### src/rtl/hdlc_rx_pkg.sv
package hdlc_rx_pkg;

    localparam int FLAG_ONES  = 6;              // ones inside a delimiter
    localparam int FLAG_DELAY = FLAG_ONES + 1;  // accepted bits of a delimiter
    localparam int FCS_BYTES  = 2;
    localparam int HOLD_BYTES = FCS_BYTES + 1;  // check bytes plus last data byte

    localparam logic [15:0] FCS_POLY_REFL    = 16'h8408;
    localparam logic [15:0] FCS_PRESET       = 16'hFFFF;
    localparam logic [15:0] FCS_GOOD_RESIDUE = 16'hF0B8;

    typedef enum logic [2:0] {
        ST_BUSY    = 3'b000,
        ST_GOOD    = 3'b001,
        ST_FCS_BAD = 3'b010,
        ST_ABORT   = 3'b011,
        ST_OVERRUN = 3'b100,
        ST_SHORT   = 3'b101
    } pkt_status_e;

    typedef struct packed {
        logic        first;
        pkt_status_e status;
        logic [7:0]  data;
    } rx_entry_t;

    // one LSB-first step of the reflected CRC-16 register
    function automatic logic [15:0] fcs_step(input logic [15:0] c, input logic b);
        logic fb;
        fb = c[0] ^ b;
        return {1'b0, c[15:1]} ^ (fb ? FCS_POLY_REFL : 16'h0000);
    endfunction

endpackage

### src/rtl/hdlc_rx_bitproc.sv
module hdlc_rx_bitproc
    import hdlc_rx_pkg::*;
(
    input  logic clk,
    input  logic rst,
    input  logic bit_en,
    input  logic bit_in,
    output logic dat_vld,
    output logic dat_bit,
    output logic flag_hit,
    output logic abort_hit
);

    localparam int ONES_MAX = FLAG_ONES + 1;
    localparam int ONES_W   = $clog2(ONES_MAX + 1);
    localparam int FILL_W   = $clog2(FLAG_DELAY + 1);

    logic [ONES_W-1:0]     ones;
    logic [FLAG_DELAY-1:0] dly;
    logic [FILL_W-1:0]     dfill;
    logic                  stuffed;
    logic                  accept;

    always_comb begin
        flag_hit  = bit_en && !bit_in && (ones == ONES_W'(FLAG_ONES));
        abort_hit = bit_en &&  bit_in && (ones == ONES_W'(FLAG_ONES));
        stuffed   = bit_en && !bit_in && (ones == ONES_W'(FLAG_ONES - 1));
        accept    = bit_en && !flag_hit && !abort_hit && !stuffed;
        dat_vld   = accept && (dfill == FILL_W'(FLAG_DELAY));
        dat_bit   = dly[0];
    end

    always_ff @(posedge clk) begin
        if (rst) begin
            ones  <= '0;
            dly   <= '0;
            dfill <= '0;
        end else if (bit_en) begin
            if (bit_in) begin
                if (ones != ONES_W'(ONES_MAX))
                    ones <= ones + 1'b1;
            end else begin
                ones <= '0;
            end
            if (flag_hit || abort_hit) begin
                dfill <= '0;
            end else if (accept) begin
                dly <= {bit_in, dly[FLAG_DELAY-1:1]};
                if (dfill != FILL_W'(FLAG_DELAY))
                    dfill <= dfill + 1'b1;
            end
        end
    end

    AST_FLAG_FLUSH: assert property (@(posedge clk) disable iff (rst)
        flag_hit |=> !dat_vld);
    AST_ABORT_FLUSH: assert property (@(posedge clk) disable iff (rst)
        abort_hit |=> !dat_vld);

endmodule

### src/rtl/hdlc_rx_framer.sv
module hdlc_rx_framer
    import hdlc_rx_pkg::*;
(
    input  logic      clk,
    input  logic      rst,
    input  logic      bit_en,
    input  logic      dat_vld,
    input  logic      dat_bit,
    input  logic      flag_hit,
    input  logic      abort_hit,
    input  logic      fifo_full,
    input  logic      fifo_one_left,
    output logic      push,
    output rx_entry_t push_entry
);

    localparam int NB_W   = $clog2(HOLD_BYTES + 2);
    localparam int NB_SAT = HOLD_BYTES + 1;

    logic        active;
    logic [6:0]  sh;
    logic [2:0]  bcnt;
    logic [NB_W-1:0] nb;
    logic [7:0]  hold [HOLD_BYTES];
    logic [15:0] crc;

    logic        byte_done;
    logic [7:0]  new_byte;
    logic [1:0]  oi;
    pkt_status_e end_code;
    logic        data_push_req;

    always_comb begin
        byte_done     = active && dat_vld && (bcnt == 3'd7);
        new_byte      = {dat_bit, sh};
        data_push_req = byte_done && (nb >= NB_W'(HOLD_BYTES));
        if (nb >= NB_W'(HOLD_BYTES))
            oi = 2'(HOLD_BYTES - 1);
        else if (nb == '0)
            oi = 2'd0;
        else
            oi = 2'(nb - 1'b1);

        if (nb <= NB_W'(HOLD_BYTES))
            end_code = ST_SHORT;
        else if (bcnt != 3'd0)
            end_code = ST_FCS_BAD;
        else if (crc == FCS_GOOD_RESIDUE)
            end_code = ST_GOOD;
        else
            end_code = ST_FCS_BAD;

        push              = 1'b0;
        push_entry.first  = (nb <= NB_W'(HOLD_BYTES));
        push_entry.data   = hold[oi];
        push_entry.status = ST_BUSY;
        if (active && flag_hit && nb != '0) begin
            push              = !fifo_full;
            push_entry.status = end_code;
        end else if (active && abort_hit && nb != '0) begin
            push              = !fifo_full;
            push_entry.status = ST_ABORT;
        end else if (data_push_req) begin
            push              = !fifo_full;
            push_entry.status = fifo_one_left ? ST_OVERRUN : ST_BUSY;
        end
    end

    always_ff @(posedge clk) begin
        if (rst) begin
            active <= 1'b0;
            sh     <= '0;
            bcnt   <= '0;
            nb     <= '0;
            crc    <= FCS_PRESET;
            for (int i = 0; i < HOLD_BYTES; i++)
                hold[i] <= '0;
        end else if (flag_hit) begin
            active <= 1'b1;
            bcnt   <= '0;
            nb     <= '0;
            crc    <= FCS_PRESET;
        end else if (abort_hit) begin
            active <= 1'b0;
        end else if (active && dat_vld) begin
            crc <= fcs_step(crc, dat_bit);
            if (bcnt == 3'd7) begin
                bcnt <= '0;
                for (int i = HOLD_BYTES - 1; i > 0; i--)
                    hold[i] <= hold[i-1];
                hold[0] <= new_byte;
                if (nb != NB_W'(NB_SAT))
                    nb <= nb + 1'b1;
                if (data_push_req && (fifo_full || fifo_one_left))
                    active <= 1'b0;
            end else begin
                sh   <= {dat_bit, sh[6:1]};
                bcnt <= bcnt + 1'b1;
            end
        end
    end

    AST_PUSH_ON_BIT: assert property (@(posedge clk) disable iff (rst)
        push |-> bit_en);
    AST_ABORT_HUNT: assert property (@(posedge clk) disable iff (rst)
        abort_hit |=> !active);
    AST_OVR_STOP: assert property (@(posedge clk) disable iff (rst)
        (push && push_entry.status == ST_OVERRUN) |=> !active);

endmodule

### src/rtl/hdlc_rx_fifo.sv
module hdlc_rx_fifo
    import hdlc_rx_pkg::*;
#(
    parameter int DEPTH = 16
) (
    input  logic      clk,
    input  logic      rst,
    input  logic      wr_en,
    input  rx_entry_t wr_entry,
    input  logic      rd_en,
    output rx_entry_t rd_entry,
    output logic      empty,
    output logic      full,
    output logic      one_left
);

    localparam int AW = $clog2(DEPTH);
    localparam int CW = $clog2(DEPTH + 1);

    rx_entry_t       mem [DEPTH];
    logic [AW-1:0]   wptr;
    logic [AW-1:0]   rptr;
    logic [CW-1:0]   count;

    function automatic logic [AW-1:0] ptr_inc(input logic [AW-1:0] p);
        return (p == AW'(DEPTH - 1)) ? '0 : p + 1'b1;
    endfunction

    always_comb begin
        empty    = (count == '0);
        full     = (count == CW'(DEPTH));
        one_left = (count == CW'(DEPTH - 1));
        rd_entry = mem[rptr];
    end

    always_ff @(posedge clk) begin
        if (wr_en)
            mem[wptr] <= wr_entry;
    end

    always_ff @(posedge clk) begin
        if (rst) begin
            wptr  <= '0;
            rptr  <= '0;
            count <= '0;
        end else begin
            if (wr_en) wptr <= ptr_inc(wptr);
            if (rd_en) rptr <= ptr_inc(rptr);
            case ({wr_en, rd_en})
                2'b10:   count <= count + 1'b1;
                2'b01:   count <= count - 1'b1;
                default: count <= count;
            endcase
        end
    end

    AST_NO_OVERFLOW: assert property (@(posedge clk) disable iff (rst)
        wr_en |-> !full);
    AST_NO_UNDERFLOW: assert property (@(posedge clk) disable iff (rst)
        rd_en |-> !empty);

endmodule

### src/rtl/hdlc_rx_deframer.sv
module hdlc_rx_deframer
    import hdlc_rx_pkg::*;
#(
    parameter int DEPTH = 16
) (
    input  logic       clk,
    input  logic       rst,
    input  logic       bit_en,
    input  logic       bit_in,
    input  logic       pop,
    output logic       fifo_empty,
    output logic [7:0] rd_data,
    output logic [2:0] rd_status,
    output logic       rd_first
);

    logic      dat_vld, dat_bit, flag_hit, abort_hit;
    logic      push, q_empty, q_full, q_one_left, pop_go;
    rx_entry_t push_entry, head;

    hdlc_rx_bitproc bitproc_i (
        .clk      (clk),
        .rst      (rst),
        .bit_en   (bit_en),
        .bit_in   (bit_in),
        .dat_vld  (dat_vld),
        .dat_bit  (dat_bit),
        .flag_hit (flag_hit),
        .abort_hit(abort_hit)
    );

    hdlc_rx_framer framer_i (
        .clk          (clk),
        .rst          (rst),
        .bit_en       (bit_en),
        .dat_vld      (dat_vld),
        .dat_bit      (dat_bit),
        .flag_hit     (flag_hit),
        .abort_hit    (abort_hit),
        .fifo_full    (q_full),
        .fifo_one_left(q_one_left),
        .push         (push),
        .push_entry   (push_entry)
    );

    hdlc_rx_fifo #(.DEPTH(DEPTH)) fifo_i (
        .clk     (clk),
        .rst     (rst),
        .wr_en   (push),
        .wr_entry(push_entry),
        .rd_en   (pop_go),
        .rd_entry(head),
        .empty   (q_empty),
        .full    (q_full),
        .one_left(q_one_left)
    );

    always_comb begin
        pop_go     = pop && !q_empty;
        fifo_empty = q_empty;
        rd_first   = !q_empty && head.first;
    end

    always_ff @(posedge clk) begin
        if (rst) begin
            rd_data   <= '0;
            rd_status <= '0;
        end else if (pop_go) begin
            rd_data   <= head.data;
            rd_status <= head.status;
        end
    end

    AST_EMPTY_POP_HOLD: assert property (@(posedge clk) disable iff (rst)
        (pop && fifo_empty) |=> ($stable(rd_data) && $stable(rd_status)));

endmodule

### config.mk
export PLATFORM = sky130hd
export DESIGN_NAME = hdlc_rx_deframer
export DESIGN_NICKNAME = d
export VERILOG_FILES = /design/src/rtl/hdlc_rx_pkg.sv /design/src/rtl/hdlc_rx_bitproc.sv /design/src/rtl/hdlc_rx_framer.sv /design/src/rtl/hdlc_rx_fifo.sv /design/src/rtl/hdlc_rx_deframer.sv
export SDC_FILE = /design/constraint.sdc
export NUM_CORES = 1
export LEC_CHECK = 0
export BUFFER_PORTS_ARGS = -buffer_cell sky130_fd_sc_hd__buf_2
export CAP_MARGIN = 40
export CORE_MARGIN = 10
export CORE_UTILIZATION = 60
export CTS_CLUSTER_SIZE = 8
export DETAILED_ROUTE_END_ITERATION = 8
export PLACE_DENSITY_LB_ADDON = 0.3
export SKIP_LAST_GASP = 1
export SYNTH_ARGS = -nofsm -noshare
export SYNTH_HDL_FRONTEND = slang
export SYNTH_HIERARCHICAL = 1
export SYNTH_SLANG_ARGS = --single-unit
### constraint.sdc
create_clock -name clk -period 10.7 [get_ports clk]
set_input_delay 2.14 -clock clk [delete_from_list [all_inputs] [get_ports clk]]
set_output_delay 2.14 -clock clk [all_outputs]
set_load 0.02 [all_outputs]
==> results.cfg, run 1 <==
[run_status]
status = completed

[power_and_ir_drop]
leakagePower_nw = 4.560
switching_share_pct = 21.65
combPwrFrac_pct = 8.4
clock_power_share_pct = 44.7
internal_power_mw = 2.037
ir_worst_vdd_mv = 0.1238
p_seq_share_pct = 46.9
p_switching_mw = 0.5629
p_per_area_nw_per_um2 = 193.0

[clock_tree]
clk_latency_ns = 0.52
cts_made_buffers = 41
cts_sinks = 287
cts_tree = done
cts.repair.resized = 0
clkTransAtPathRegs_ns = 0.05
cts-root-buf = clkbuf_16
cts_buffer_depth = 3
ctsHoldBuffers = 0
cts_max_level = 2
postCtsSetupRepairBufs = 0

[die]
core_area_um2 = 19460
ios = 18
dieArea_um2 = 25860
rows = 51
initial_utilization_pct = 61.13
die_y_um = 160.8
die_w_um = 160.8

[final_layout]
fillerInstances = 1250
fin_nets = 863
antenna_cells = 0
layout_common_cells = edfxtp_1 (216), nand2_1 (78), dfxtp_1 (69)
final_common_cell = edfxtp_1
drive_above_1_share_pct = 17.79
area_growth_pct = 13.26

[grt]
overflow = 0
antenna_found_initial = 0
grt_max_degree = 49
grt_pass1_wl_mm = 39.05
grt_pass1_vias = 6924
track_usage_pct = 19.26

[sta]
rsz0062_at_grt = false
tns_ns = 0
maxSlewHeadroom_pct = 39.02
finalMaxSlewViolations = 0
hold_slack_ns = 0.4608
finalSetupViolations = 0
hold_viol_final = 0
period_share_pct = 49.96
fmax_mhz = 187.1
layout_min_cycle_time_ns = 5.345
tightestPinTransition_ns = 0.9086
fin_skew_ns = 0.01840

[logic_synthesis]
avgSynthCellArea_um2 = 14.93
synth.distinct_cells = 62
yosysWarnings = 6
syn_area_um2 = 11900
synthCells = 797
synth_edf_count = 216
synth-seq-area-share_pct = 66.47
ys_seq_elements = 287
async_reset_ff_share_pct = 0
synth_flop_cell = edfxtp_1
syn_nets = 823

[routing]
routed_via_density = 6.035
drc = 0
ant_nets = 0
drt_iter0_markers = 576
num_vias = 6789
wl_per_cell_um = 22.09
totalWireLength_mm = 24.85
first_pass_iters = 6

[worst_setup_path]
critPathMaxFanout = 13
path_delay_family = simple AND/OR/NAND/NOR gates
cp-start-kind = input pin
worst_ep_required_time_ns = 11.15
crit_buf_inv = 2
reg2reg_slack_ns = 6.54
endpoint_kind = flop
cp_slowest_stage_delay_ns = 0.41
cp_common_cell = ha_1
r2r-start = bitproc_i/ones[0]
cp_slowest_cell = ha_1
path_cells = buf_2 -> nor2b_1 -> a22oi_4 -> nor2_1 -> nand3_1 -> or2_1 -> a21oi_1 -> inv_1 -> ha_1 -> ha_1 -> o21ai_0 -> or3_1 -> a2111o_1 -> nand4_1
reg2reg_to = fifo_i/count[4]
crit_type = input pin to flop
reg2reg_depth = 15
worstPathArrival_ns = 5.79

[place]
gp_congestion = 0.8338
dp_hpwl_mm = 15.19
port_buffers = 17

[run]
cap_violations = 0

[min_path]
hp-start = framer_i/sh[0]
min_path_type = flop to flop
hold_path_depth = 2
min_to = framer_i/sh[0]
-- synthesized netlist by cell type, drive strengths merged (2+ instances only) --
master	count	area (um^2)
a21oi	31	162.7
a22oi	25	201.4
a311oi	2	17.52
and2	42	262.8
and3	2	12.51
and3b	2	17.52
buf	27	166.4
clkbuf	12	45.04
dfxtp	71	1421
edfxtp	216	6486
ha	21	262.8
inv	17	63.81
mux2i	9	90.09
mux4	48	1081
nand2	78	292.8
nand2b	24	150.1
nand3	25	125.1
nand3b	2	18.77
nand4	4	25.02
nand4b	3	32.53
nand4bb	12	135.1
nor2	25	101.4
nor2b	8	57.55
nor3	4	25.02
nor3b	4	30.03
nor4	3	33.78
nor4b	3	26.28
o211ai	3	22.52
o21ai	31	192.7
o21bai	2	15.01
o22ai	8	50.05
o31ai	2	15.01
o32ai	3	26.28
or2	2	12.51
or3	6	37.54
xnor2	5	43.79
xor2	4	35.03
-- registers in the layout, indices dropped and copies added (netlist names), named ones only --
name,flops
framer_i/active,1
bitproc_i/dly,7
fifo_i/mem,192
rd_status,3
framer_i/hold,24
fifo_i/count,5
fifo_i/rptr,4
rd_data,8
framer_i/crc,16
framer_i/bcnt,3
bitproc_i/ones,3
framer_i/sh,7
fifo_i/wptr,4
framer_i/nb,3
bitproc_i/dfill,3
-- metal layers --
| metal | track usage (%) | vias to the layer above | wire (um) |
|---|---|---|---|
| met5 | 0 | - | 0 |
| met4 | 6.700 | 0 | 614 |
| met3 | 3.476 | 48 | 1414 |
| met2 | 33.24 | 230 | 12820 |
| met1 | 23.97 | 3395 | 9999 |
| li1 | - | 3116 | - |
-- worst max-delay path by stage --
stage	to	slack, ns	cells past startpoint	from
3_3_place_gp	fifo_i/count[4]	5.12	14	bit_en
4_1_cts	fifo_i/count[4]	5.45	14	bit_en
5_1_grt	fifo_i/count[4]	5.10	14	bit_en
2_1_floorplan	fifo_i/count[4]	5.64	15	bit_en
6_report	fifo_i/count[4]	5.35	14	bit_en
3_5_place_dp	fifo_i/count[4]	4.95	14	bit_en
-- worst min-delay path: stages, from the launching register on --
cell and delay [ns]:
dfxtp_1 0.30, nand2_1 0.05, a21oi_1 0.05
-- final cells by class --
type                    instances  area [um^2]  area share [%]
flip-flops and latches        287         7910           58.71
multi-input cells             454         3717           27.59
clock buffers                  65         1159           8.599
well taps                     265        331.6           2.461
repair buffers                 36        284.0           2.108
inverters                      17        63.81          0.4736
clock inverters                 1        8.758         0.06500
-- stage by stage --
stage	worst slack [ns]	area (um^2)	utilization [%]	std cells	power [mW]
final	5.355	13470	69.23	1125	2.600
after CTS	5.449	13470	69.23	1125	2.619
after global routing	5.105	13470	69.23	1125	2.683
after detailed placement	4.948	12310	63.23	1059	1.456
after global placement	5.124	12180	62.56	1049	1.437
after floorplan	5.643	11900	-	797	1.405
-- power by group through the flow --
stage / clock network, mW / logic, mW / registers, mW
after CTS: 1.18 / 0.220 / 1.22
after detailed placement: 0 / 0.216 / 1.24
after global routing: 1.23 / 0.237 / 1.22
after global placement: 0 / 0.199 / 1.24
after floorplan: 0 / 0.163 / 1.24
final: 1.16 / 0.219 / 1.22
-- cell families after synthesis --
| family | synth area share, % |
|---|---|
| adder cells (fa/ha/maj) | 2.209 |
| AO/OA/AOI/OAI | 6.437 |
| XOR/XNOR | 0.6626 |
| AND/OR/NAND/NOR | 11.97 |
| buffers and inverters | 2.314 |
| flip-flops | 66.47 |
| multiplexers | 9.939 |
Power figures use the tool's default switching activity.
==> inputs of run 2 (changes only) <==
==> constraint.sdc (replaced) <==
create_clock -name clk -period 5.3 [get_ports clk]
set_input_delay 1.06 -clock clk [delete_from_list [all_inputs] [get_ports clk]]
set_output_delay 1.06 -clock clk [all_outputs]
set_load 0.02 [all_outputs]
==> run 2 against run 1 <==
Against the previous run:
- via count grew 0.12%
- clock skew up 0.0053 ns
- sequential share of layout area increased by 0.065 points
- register-to-register slack worse by 5.3 ns
- first-iteration DRC count fell by 9.5%
- global-route usage decreased by 0.26 points
- worst setup slack got worse by 4.2 ns
- utilization decreased by 0.077 points
- sequential power rose by 100%
- largest power group unchanged
==> results.cfg, run 2 (synthesis gave the netlist of run 1 again) <==
[run_status]
status = completed

[power_and_ir_drop]
leakagePower_nw = 4.454
p_per_area_nw_per_um2 = 388.0
total_power_mw = 5.222
ir_worst_vdd_mv = 0.2553

[sta]
rsz0062_at_grt = false
maxSlewHeadroom_pct = 51.48
fin_skew_ns = 0.02365
finalMaxSlewViolations = 0
finalSetupViolations = 0
tns_ns = 0
hold_slack_ns = 0.4525
tightestPinTransition_ns = 0.7278
period_share_pct = 78.70
setup_ws_ns = 1.129
hold_viol_final = 0
fmax_mhz = 239.7
layout_min_cycle_time_ns = 4.171

[final_layout]
fillerInstances = 1278
area_growth_pct = 13.14
final_common_cell = edfxtp_1
utilization_pct = 69.15
reg.largest.list = fifo_i/mem: 192 flops, framer_i/hold: 24 flops, framer_i/crc: 16 flops
layout_common_cells = edfxtp_1 (216), nand2_1 (78), dfxtp_1 (69)
regMostFlops = fifo_i/mem
drive_above_1_share_pct = 18.10
final_cell_count_no_fill = 1127
fin_nets = 866
antenna_cells = 0
fin_area_um2 = 13460
largest_reg_flops = 192

[worst_setup_path]
cp_slowest_stage_delay_ns = 0.39
critPathCapture = fifo_i/count[4]
critPathMaxFanout = 13
cp-start-kind = input pin
worst_ep_required_time_ns = 5.76
crit_type = input pin to flop
r2r-start = bitproc_i/ones[0]
endpoint_kind = flop
cp_slowest_cell = a2111o_1
reg2reg_depth = 15
path_cells = buf_2 -> nor2b_1 -> a22oi_4 -> nor2_1 -> nand3_1 -> or2_1 -> a21oi_1 -> inv_1 -> ha_1 -> ha_1 -> o21ai_0 -> or3_1 -> a2111o_1 -> nand4_1
worstPathArrival_ns = 4.63
reg2reg_to = fifo_i/count[4]
cp_common_cell = ha_1
crit_start = bit_en
reg2reg_slack_ns = 1.21

[place]
dp_hpwl_mm = 15.73
port_buffers = 17
place_area_um2 = 12290
dp_worst_setup_slack_ns = 0.6957
gp_congestion = 0.8542
dp_cells = 1061

[clock_tree]
cts_sinks = 287
postCtsSetupRepairBufs = 0
cts.repair.resized = 0
cts_buffer_depth = 3
clkTransAtPathRegs_ns = 0.05
clk_latency_ns = 0.52
cts-root-buf = clkbuf_16
ctsHoldBuffers = 0
cts_tree = done
cts_made_buffers = 41
cts_max_level = 2

[die]
dieArea_um2 = 25860
initial_utilization_pct = 61.13
rows = 51
die_y_um = 160.8
core_area_um2 = 19460
ios = 18
die_w_um = 160.8

[grt]
grt_pass1_wl_mm = 38.78
track_usage_pct = 19.00
antenna_found_initial = 0
grt_max_degree = 65
overflow = 0
grt_pass1_vias = 7162

[min_path]
min_path_type = flop to flop
hp-start = framer_i/sh[0]

[routing]
wl_per_cell_um = 21.67
drt_iter0_markers = 521
routed_via_density = 6.031
drc = 0
num_vias = 6797
totalWireLength_mm = 24.43
first_pass_iters = 5
ant_nets = 0

[run]
cap_violations = 0
-- run 2: how the worst min path moves through the flow --
stage          slack (ns)  cells after the start        endpoint
2_1_floorplan        0.43                      2  framer_i/sh[0]
3_3_place_gp         0.44                      2  framer_i/sh[0]
6_report             0.45                      2  framer_i/sh[0]
4_1_cts              0.45                      2  framer_i/sh[0]
5_1_grt              0.48                      2  framer_i/sh[0]
3_5_place_dp         0.45                      2  framer_i/sh[0]
-- run 2: layout make-up --
cell class	count	area [um^2]	share of cell area (%)
Timing Repair Buffer	39	290.3	2.157
Clock buffer	62	1105	8.209
Sequential cell	287	7910	58.77
Inverter	17	63.81	0.4741
Tap cell	265	331.6	2.464
Clock inverter	3	41.29	0.3068
Multi-Input combinational cell	454	3717	27.62
-- run 2: worst max-delay path: cells and delay by family --
kind,cells,cell delay [ns]
AO/OA/AOI/OAI,4,0.97
adder cells (fa/ha/maj),2,0.74
buffers and inverters,2,0.44
AND/OR/NAND/NOR,6,1.40
-- run 2: power breakdown --
| part | total (mW) | leakage [nW] | switching, mW | internal, mW |
|---|---|---|---|---|
| Combinational | 0.445 | 1.46 | 0.239 | 0.206 |
| Clock | 2.29 | 0.548 | 0.869 | 1.42 |
| Sequential | 2.49 | 2.44 | 0.0397 | 2.45 |
| Total | 5.22 | 4.45 | 1.15 | 4.07 |
-- run 2: metal layers --
metal | vias to the layer above | global-route usage [%] | share of wire (%)
li1 | 3130 | - | -
met1 | 3417 | 21.78 | 39
met2 | 188 | 33.24 | 52
met3 | 62 | 4.294 | 4.5
met4 | 0 | 8.768 | 3.9
met5 | - | 0 | 0
